[config.mk]
export PLATFORM = sky130hd
export DESIGN_NAME = lcdc_regfile
export DESIGN_NICKNAME = d
export VERILOG_FILES = /design/src/rtl/lcdc_pkg.sv /design/src/rtl/lcdc_addr_decode.sv /design/src/rtl/lcdc_tick_fsm.sv /design/src/rtl/lcdc_irq_unit.sv /design/src/rtl/lcdc_regfile.sv
export SDC_FILE = /design/constraint.sdc
export NUM_CORES = 1
export LEC_CHECK = 0
export BUFFER_PORTS_ARGS = -buffer_cell sky130_fd_sc_hd__buf_2
export CAP_MARGIN = 0
export CORE_ASPECT_RATIO = 1.75
export CORE_MARGIN = 1.5
export CORE_UTILIZATION = 55
export CTS_CLUSTER_DIAMETER = 200
export CTS_CLUSTER_SIZE = 16
export DETAILED_ROUTE_END_ITERATION = 7
export GPL_TIMING_DRIVEN = 0
export PLACE_DENSITY = 0.76
export SLEW_MARGIN = 20
export SYNTH_ARGS = -nofsm -noshare
export SYNTH_HDL_FRONTEND = slang
export SYNTH_SLANG_ARGS = --single-unit
export TNS_END_PERCENT = 30
[constraint.sdc]
create_clock -name clk -period 2.73 [get_ports clk]
set_clock_uncertainty 0.1 [all_clocks]
set_input_delay 0.6825 -clock clk [delete_from_list [all_inputs] [get_ports clk]]
set_output_delay 0.6825 -clock clk [all_outputs]
set_load 0.02 [all_outputs]
[src/rtl/lcdc_pkg.sv]
package lcdc_pkg;

    localparam int STAT_W       = 5;
    localparam int CTRL_W       = 16;
    localparam int BIT_EN       = 0;
    localparam int BIT_PWR      = 11;
    localparam int BIT_NEXTBASE = 2;
    localparam int BIT_VCMP     = 3;

    typedef enum logic [3:0] {
        SEL_T0    = 4'd0,
        SEL_T1    = 4'd1,
        SEL_T2    = 4'd2,
        SEL_T3    = 4'd3,
        SEL_UPB   = 4'd4,
        SEL_LPB   = 4'd5,
        SEL_MASK  = 4'd6,
        SEL_CTRL  = 4'd7,
        SEL_RAW   = 4'd8,
        SEL_MSTAT = 4'd9,
        SEL_CLR   = 4'd10,
        SEL_UPCUR = 4'd11,
        SEL_LPCUR = 4'd12,
        SEL_ID    = 4'd13,
        SEL_NONE  = 4'd14
    } reg_sel_e;

    typedef enum logic [1:0] {
        ST_HALT  = 2'd0,
        ST_RUN   = 2'd1,
        ST_PULSE = 2'd2
    } tick_state_e;

    function automatic logic [7:0] id_byte(input logic ext, input logic [2:0] idx);
        logic [7:0] b;
        case (idx)
            3'd0:    b = ext ? 8'h11 : 8'h10;
            3'd1:    b = 8'h11;
            3'd2:    b = ext ? 8'h24 : 8'h04;
            3'd3:    b = 8'h00;
            3'd4:    b = 8'h0D;
            3'd5:    b = 8'hF0;
            3'd6:    b = 8'h05;
            default: b = 8'hB1;
        endcase
        return b;
    endfunction

endpackage

[src/rtl/lcdc_addr_decode.sv]
module lcdc_addr_decode
    import lcdc_pkg::*;
#(
    parameter int WORD_W      = 10,
    parameter int EXT_VARIANT = 0
) (
    input  logic [WORD_W-1:0] word_addr,
    output reg_sel_e          sel,
    output logic [2:0]        id_idx
);

    logic [WORD_W-1:0] mask_off;
    logic [WORD_W-1:0] ctrl_off;

    generate
        if (EXT_VARIANT != 0) begin : g_ext_map
            assign mask_off = WORD_W'(6);
            assign ctrl_off = WORD_W'(7);
        end else begin : g_base_map
            assign mask_off = WORD_W'(7);
            assign ctrl_off = WORD_W'(6);
        end
    endgenerate

    always_comb begin
        id_idx = word_addr[2:0];
        sel    = SEL_NONE;
        if (&word_addr[WORD_W-1:3]) begin
            sel = SEL_ID;
        end else if (word_addr == mask_off) begin
            sel = SEL_MASK;
        end else if (word_addr == ctrl_off) begin
            sel = SEL_CTRL;
        end else begin
            case (word_addr)
                WORD_W'(0):  sel = SEL_T0;
                WORD_W'(1):  sel = SEL_T1;
                WORD_W'(2):  sel = SEL_T2;
                WORD_W'(3):  sel = SEL_T3;
                WORD_W'(4):  sel = SEL_UPB;
                WORD_W'(5):  sel = SEL_LPB;
                WORD_W'(8):  sel = SEL_RAW;
                WORD_W'(9):  sel = SEL_MSTAT;
                WORD_W'(10): sel = SEL_CLR;
                WORD_W'(11): sel = SEL_UPCUR;
                WORD_W'(12): sel = SEL_LPCUR;
                default:     sel = SEL_NONE;
            endcase
        end
    end

endmodule

[src/rtl/lcdc_tick_fsm.sv]
module lcdc_tick_fsm
    import lcdc_pkg::*;
#(
    parameter int TICK_CYCLES = 500000
) (
    input  logic clk,
    input  logic rst_n,
    input  logic ctrl_wr,
    input  logic ctrl_wr_on,
    input  logic run_on,
    output logic fire
);

    localparam int CNT_W = (TICK_CYCLES > 2) ? $clog2(TICK_CYCLES) : 1;
    localparam logic [CNT_W-1:0] LAST = CNT_W'(TICK_CYCLES - 2);

    tick_state_e       st_q, st_d;
    logic [CNT_W-1:0]  cnt_q, cnt_d;

    // state register
    always_ff @(posedge clk or negedge rst_n) begin
        if (!rst_n) begin
            st_q  <= ST_HALT;
            cnt_q <= '0;
        end else begin
            st_q  <= st_d;
            cnt_q <= cnt_d;
        end
    end

    // next state
    always_comb begin
        st_d  = st_q;
        cnt_d = cnt_q;
        unique case (st_q)
            ST_HALT: begin
                st_d = ST_HALT;
            end
            ST_RUN: begin
                if (cnt_q == LAST) begin
                    st_d = ST_PULSE;
                end else begin
                    cnt_d = cnt_q + 1'b1;
                end
            end
            ST_PULSE: begin
                st_d  = ST_RUN;
                cnt_d = '0;
            end
            default: begin
                st_d = ST_HALT;
            end
        endcase
        if (ctrl_wr) begin
            if (ctrl_wr_on) begin
                st_d  = ST_RUN;
                cnt_d = '0;
            end else begin
                st_d = ST_HALT;
            end
        end else if (!run_on) begin
            st_d = ST_HALT;
        end
    end

    // outputs
    always_comb begin
        fire = (st_q == ST_PULSE);
    end


    tick_halt_chk: assert property (@(posedge clk) disable iff (!rst_n)
        (!run_on && !ctrl_wr) |=> !fire);


    tick_restart_chk: assert property (@(posedge clk) disable iff (!rst_n)
        (ctrl_wr && ctrl_wr_on) |=> (st_q == ST_RUN && cnt_q == '0));


    cnt_bound_chk: assert property (@(posedge clk) disable iff (!rst_n)
        (st_q == ST_RUN) |-> (cnt_q <= LAST));

endmodule

[src/rtl/lcdc_irq_unit.sv]
module lcdc_irq_unit
    import lcdc_pkg::*;
#(
    parameter int SW = STAT_W
) (
    input  logic          clk,
    input  logic          rst_n,
    input  logic          mask_wr,
    input  logic          clr_wr,
    input  logic [SW-1:0] wdata,
    input  logic          fire,
    output logic [SW-1:0] raw_q,
    output logic [SW-1:0] mask_q,
    output logic          irq
);

    localparam logic [SW-1:0] TICK_BITS =
        SW'((1 << BIT_NEXTBASE) | (1 << BIT_VCMP));

    logic [SW-1:0] clr_bits;
    logic [SW-1:0] set_bits;

    always_comb begin
        clr_bits = clr_wr ? wdata : '0;
        set_bits = fire ? TICK_BITS : '0;
    end

    always_ff @(posedge clk or negedge rst_n) begin
        if (!rst_n) begin
            raw_q  <= '0;
            mask_q <= '0;
        end else begin
            raw_q <= (raw_q & ~clr_bits) | set_bits;
            if (mask_wr) begin
                mask_q <= wdata;
            end
        end
    end

    always_comb begin
        irq = |(raw_q & mask_q);
    end


    clr_all_chk: assert property (@(posedge clk) disable iff (!rst_n)
        (clr_wr && (&wdata) && !fire) |=> (raw_q == '0));


    fire_set_chk: assert property (@(posedge clk) disable iff (!rst_n)
        fire |=> (raw_q[BIT_NEXTBASE] && raw_q[BIT_VCMP]));


    irq_quiet_chk: assert property (@(posedge clk) disable iff (!rst_n)
        (mask_q == '0) |-> !irq);

endmodule

[src/rtl/lcdc_regfile.sv]
module lcdc_regfile
    import lcdc_pkg::*;
#(
    parameter int ADDR_W      = 12,
    parameter int DATA_W      = 32,
    parameter int EXT_VARIANT = 0,
    parameter int TICK_CYCLES = 500000
) (
    input  logic              clk,
    input  logic              rst_n,
    input  logic              bus_sel,
    input  logic              bus_wr,
    input  logic [ADDR_W-1:2] bus_addr,
    input  logic [DATA_W-1:0] bus_wdata,
    output logic [DATA_W-1:0] bus_rdata,
    output logic              irq,
    output logic              panel_on,
    output logic [2:0]        pix_depth,
    output logic [10:0]       panel_cols,
    output logic [10:0]       panel_rows
);

    localparam int WORD_W = ADDR_W - 2;
    localparam int N_TIM  = 4;

    reg_sel_e                      sel;
    logic [2:0]                    id_idx;
    logic                          wr_go, rd_go;
    logic                          ctrl_wr, ctrl_wr_on;
    logic                          fire;
    logic [N_TIM-1:0][DATA_W-1:0]  tim_q;
    logic [DATA_W-1:0]             upb_q, lpb_q;
    logic [CTRL_W-1:0]             ctrl_q;
    logic [STAT_W-1:0]             raw_q, mask_q;
    logic [DATA_W-1:0]             rd_d;

    lcdc_addr_decode #(
        .WORD_W      (WORD_W),
        .EXT_VARIANT (EXT_VARIANT)
    ) dec_i (
        .word_addr (bus_addr),
        .sel       (sel),
        .id_idx    (id_idx)
    );

    always_comb begin
        wr_go      = bus_sel && bus_wr;
        rd_go      = bus_sel && !bus_wr;
        ctrl_wr    = wr_go && (sel == SEL_CTRL);
        ctrl_wr_on = bus_wdata[BIT_EN] && bus_wdata[BIT_PWR];
    end

    always_ff @(posedge clk or negedge rst_n) begin
        if (!rst_n) begin
            tim_q  <= '0;
            upb_q  <= '0;
            lpb_q  <= '0;
            ctrl_q <= '0;
        end else if (wr_go) begin
            for (int i = 0; i < N_TIM; i++) begin
                if (sel == reg_sel_e'(4'(i))) begin
                    tim_q[i] <= bus_wdata;
                end
            end
            if (sel == SEL_UPB)  upb_q  <= bus_wdata;
            if (sel == SEL_LPB)  lpb_q  <= bus_wdata;
            if (sel == SEL_CTRL) ctrl_q <= bus_wdata[CTRL_W-1:0];
        end
    end

    lcdc_tick_fsm #(
        .TICK_CYCLES (TICK_CYCLES)
    ) tick_i (
        .clk        (clk),
        .rst_n      (rst_n),
        .ctrl_wr    (ctrl_wr),
        .ctrl_wr_on (ctrl_wr_on),
        .run_on     (panel_on),
        .fire       (fire)
    );

    lcdc_irq_unit #(
        .SW (STAT_W)
    ) irq_i (
        .clk     (clk),
        .rst_n   (rst_n),
        .mask_wr (wr_go && (sel == SEL_MASK)),
        .clr_wr  (wr_go && (sel == SEL_CLR)),
        .wdata   (bus_wdata[STAT_W-1:0]),
        .fire    (fire),
        .raw_q   (raw_q),
        .mask_q  (mask_q),
        .irq     (irq)
    );

    always_comb begin
        panel_on   = ctrl_q[BIT_EN] && ctrl_q[BIT_PWR];
        pix_depth  = ctrl_q[3:1];
        panel_cols = {7'(tim_q[0][7:2]) + 7'd1, 4'b0000};
        panel_rows = {1'b0, tim_q[1][9:0]} + 11'd1;
    end

    always_comb begin
        unique case (sel)
            SEL_T0, SEL_T1, SEL_T2, SEL_T3: rd_d = tim_q[sel[1:0]];
            SEL_UPB, SEL_UPCUR:             rd_d = upb_q;
            SEL_LPB, SEL_LPCUR:             rd_d = lpb_q;
            SEL_MASK:                       rd_d = DATA_W'(mask_q);
            SEL_CTRL:                       rd_d = DATA_W'(ctrl_q);
            SEL_RAW:                        rd_d = DATA_W'(raw_q);
            SEL_MSTAT:                      rd_d = DATA_W'(raw_q & mask_q);
            SEL_ID:                         rd_d = DATA_W'(id_byte(EXT_VARIANT != 0, id_idx));
            default:                        rd_d = '0;
        endcase
    end

    always_ff @(posedge clk or negedge rst_n) begin
        if (!rst_n) begin
            bus_rdata <= '0;
        end else if (rd_go) begin
            bus_rdata <= rd_d;
        end
    end


    unmapped_wr_chk: assert property (@(posedge clk) disable iff (!rst_n)
        (wr_go && (sel == SEL_NONE)) |=>
            ($stable(ctrl_q) && $stable(tim_q) && $stable(upb_q) && $stable(lpb_q) && $stable(mask_q)));


    rdata_hold_chk: assert property (@(posedge clk) disable iff (!rst_n)
        !rd_go |=> $stable(bus_rdata));

endmodule

==> impl_metrics.toml <==
[sta]
rsz0062_at_grt = "yes"
slew_viol_final = 0
min_period_ps = 2730
finalSetupViolCount = 0
worst_pin_slew_ps = 931
slew_headroom_pct = 37.1
hold_viol = 0
post-route-period-util_pct = 99.9
worst_slack_ps = 3.46
fmaxAchievable_mhz = 367

[pwr]
p_leak_nw = 7.01
power_density_mw_per_mm2 = 489
irDropWorstVdd_v = 0.000467

[yosys]
synth_warnings = 0
synth_cell_types = 71
netlist.area_leader.share_pct = 52.3
syn_area_sq_mm = 0.0130
netlist_instances = 1106
synth.most_common_cell = "dfrtp_1"
avgSynthCellArea_sq_um = 11.7
yosysTopAreaCell = "dfrtp_1"
yosys-top-cells-count = "dfrtp_1, mux2_2, nand2_1"
synthTopCellsByArea = "dfrtp_1, mux2_2, o21ai_0"
synth_seq_cells = 271
synth_seq_area_share_pct = 52.3
async_flop_share_pct = 100
synth_edf_count = 0
synth_ff_type = "dfrtp_1"

[clock_network]
clk_path_buf_depth = 3
clk_latency_ps = 500
numClockSinks = 271
clk_pin_slew_worst_paths_ps = 70
cts_made_buffers = 20
cts_tree = "done"
htree_num_levels = 1
root_buffer = "clkbuf_16"

[detailed_routing]
drc = 0
via_count = 9966
viasPerCell = 6.46
drt_iter0_drc = 876
drt-wirelength-per-cell_microns = 23.9
first_pass_iters = 6
ant_nets = 0
drt_wl_total_mm = 36.8

[grt]
first_global_vias = 10100
grt_max_degree = 95
grt_use_total_pct = 30.2
grt_pass1_wl_mm = 56.8
grt-ovfl-total = 0
antenna_found_initial = 2

[worst_setup_path]
max_stage_delay_ps = 430
crit_path_end_kind = "output pin"
r2r_end = "tick_i.cnt_q[13]$_DFF_PN0_"
reg2regPathDepth = 8
slowest_stage = "dfrtp_1"
timing.rr.start = "tick_i.cnt_q[7]$_DFF_PN0_"
crit_required_ps = 1950
path_class = "flip-flop to output pin"
arrival_ps = 1940
crit_chain = "ha_1 -> nand2_1 -> nor2_4 -> nand3_1 -> xnor2_1 -> buf_2"
r2r_setup_slack_ps = 200
path_max_fanout = 4
cp-start-kind = "flip-flop"

[die]
die_y_microns = 206
die_w_microns = 119
rows = 74
boundaryPins = 105
dieArea_sq_mm = 0.0245
coreArea_sq_mm = 0.0232
start_util_pct = 55.8

[hold_path]
min_path_cells = 3
hp-start = "bus_wdata[16]"
hold_path.class = "input port to flip-flop"
hold_end = "upb_q[16]$_DFFE_PN0P_"

[layout]
diodes = 0
final.fill_count = 1850
drive_gt1_share_pct = 32.4
final_area_sq_mm = 0.0146
area_delta_synth_final_pct = 12.9
final_nets = 1291

[place]
dp_slack_ps = -897
portBuffers = 97
placed_cell_area_sq_mm = 0.0139
place_congestion = 0.964
hpwl_mm = 26.6

[run]
max_cap_violations = 0

[run_status]
outcome = "completed"
logic make-up (layout without fill, tap and decap cells):
kind of cell,count (synthesis),count (layout),share of synthesized area (%)
fa+ha+maj,6,6,0.579
flops,271,271,52.3
compound gates,257,257,14.3
xor+xnor,20,20,1.35
simple gates,232,232,9.42
mux,212,212,18.4
buf+inv,107,237,3.64
other cells,1,4,0.0289
routing by layer:
| layer | routed length [microns] | GRT usage [%] | vias up |
|---|---|---|---|
| li1 | - | - | 4370 |
| met1 | 13000 | 33.2 | 5022 |
| met2 | 18900 | 54.3 | 438 |
| met3 | 2300 | 4.66 | 132 |
| met4 | 2570 | 18.9 | 4 |
| met5 | 26 | 0 | - |
per-stage QoR:
step	cells	TNS, ps	hold WS [ps]	power (mW)	utilization [%]
final	1543	0	367	7.15	63.0
after global placement	1510	-1197160	369	4.51	59.5
after detailed placement	1513	-131900	381	4.53	59.9
after global routing	1543	-5150	401	7.38	63.0
after floorplan	1109	0	287	4.28	-
after CTS	1537	-229	352	7.19	62.5
layout by cell type, fill, tap and decap left out, types with 5 or more instances in the layout:
cell / instances
nand2b_1: 5
mux2_2: 206
a22o_1: 18
a31oi_1: 11
nor2_1: 24
xor2_1: 6
or4_1: 6
clkbuf_2: 9
clkbuf_16: 21
ha_1: 6
nand3_1: 26
a22oi_1: 21
buf_4: 19
a221oi_1: 38
nor2b_1: 7
nand2_1: 88
and3_1: 8
o21ai_0: 76
a21oi_1: 22
dfrtp_1: 270
nor3_1: 14
o31ai_1: 7
a222oi_1: 21
xnor2_1: 14
a211oi_1: 6
inv_1: 26
nand4_1: 6
clkbuf_1: 35
buf_2: 116
and2_1: 9
worst max-delay path by stage:
stage,cells after the start,start,slack [ps],end
floorplan,7,bus_addr[5],20,lpb_q[10]$_DFFE_PN0P_
global placement,1,rst_n,-3970,tim_q[44]$_DFFE_PN0P_
detailed placement,8,bus_addr[4],-900,bus_rdata[28]$_DFFE_PN0P_
CTS,6,tim_q[33]$_DFFE_PN0P_,-100,panel_rows[8]
global route,7,bus_addr[4],-130,tim_q[46]$_DFFE_PN0P_
finish,6,tim_q[33]$_DFFE_PN0P_,3,panel_rows[8]
final cells by class:
type	instances	area [sq um]	area share, %
buffer	81	400	2.74
clock buffer	22	529	3.62
inverter	26	97.6	0.667
multi-input combinational	731	5810	39.7
sequential	271	6780	46.3
tap	304	380	2.60
timing repair buffer	108	641	4.38
state kept, by name, indices dropped and copies added (netlist names):
name          count
upb_q            32
tim_q           128
lpb_q            32
tick_i.st_q       2
ctrl_q           16
bus_rdata        32
tick_i.cnt_q     19
irq_i.raw_q       5
irq_i.mask_q      5
worst max-delay path, delay by kind of cell (launching register included):
| kind | cells | cell delay [ps] |
|---|---|---|
| buffers and inverters | 1 | 180 |
| flip-flops | 1 | 430 |
| adder cells (fa/ha/maj) | 1 | 240 |
| AND/OR/NAND/NOR | 3 | 430 |
| XOR/XNOR | 1 | 160 |
where the power goes:
part	internal [mW]	switching [mW]
logic	0.106	0.309
registers	4.04	0.0168
clock network	1.36	1.32
total	5.51	1.65
timing repair:
| action | 4_1_cts | 5_1_grt |
|---|---|---|
| gates resized for setup | 16 | 24 |
| pin swaps | 1 | 2 |
| buffers inserted | 1 | 6 |
| cloned | 0 | 0 |
| endpoints found under the hold margin | 5 | 0 |
| hold buffers | 1 | 0 |
| setup endpoints to repair | 159 | 176 |
(Power assumes the default switching activity.)
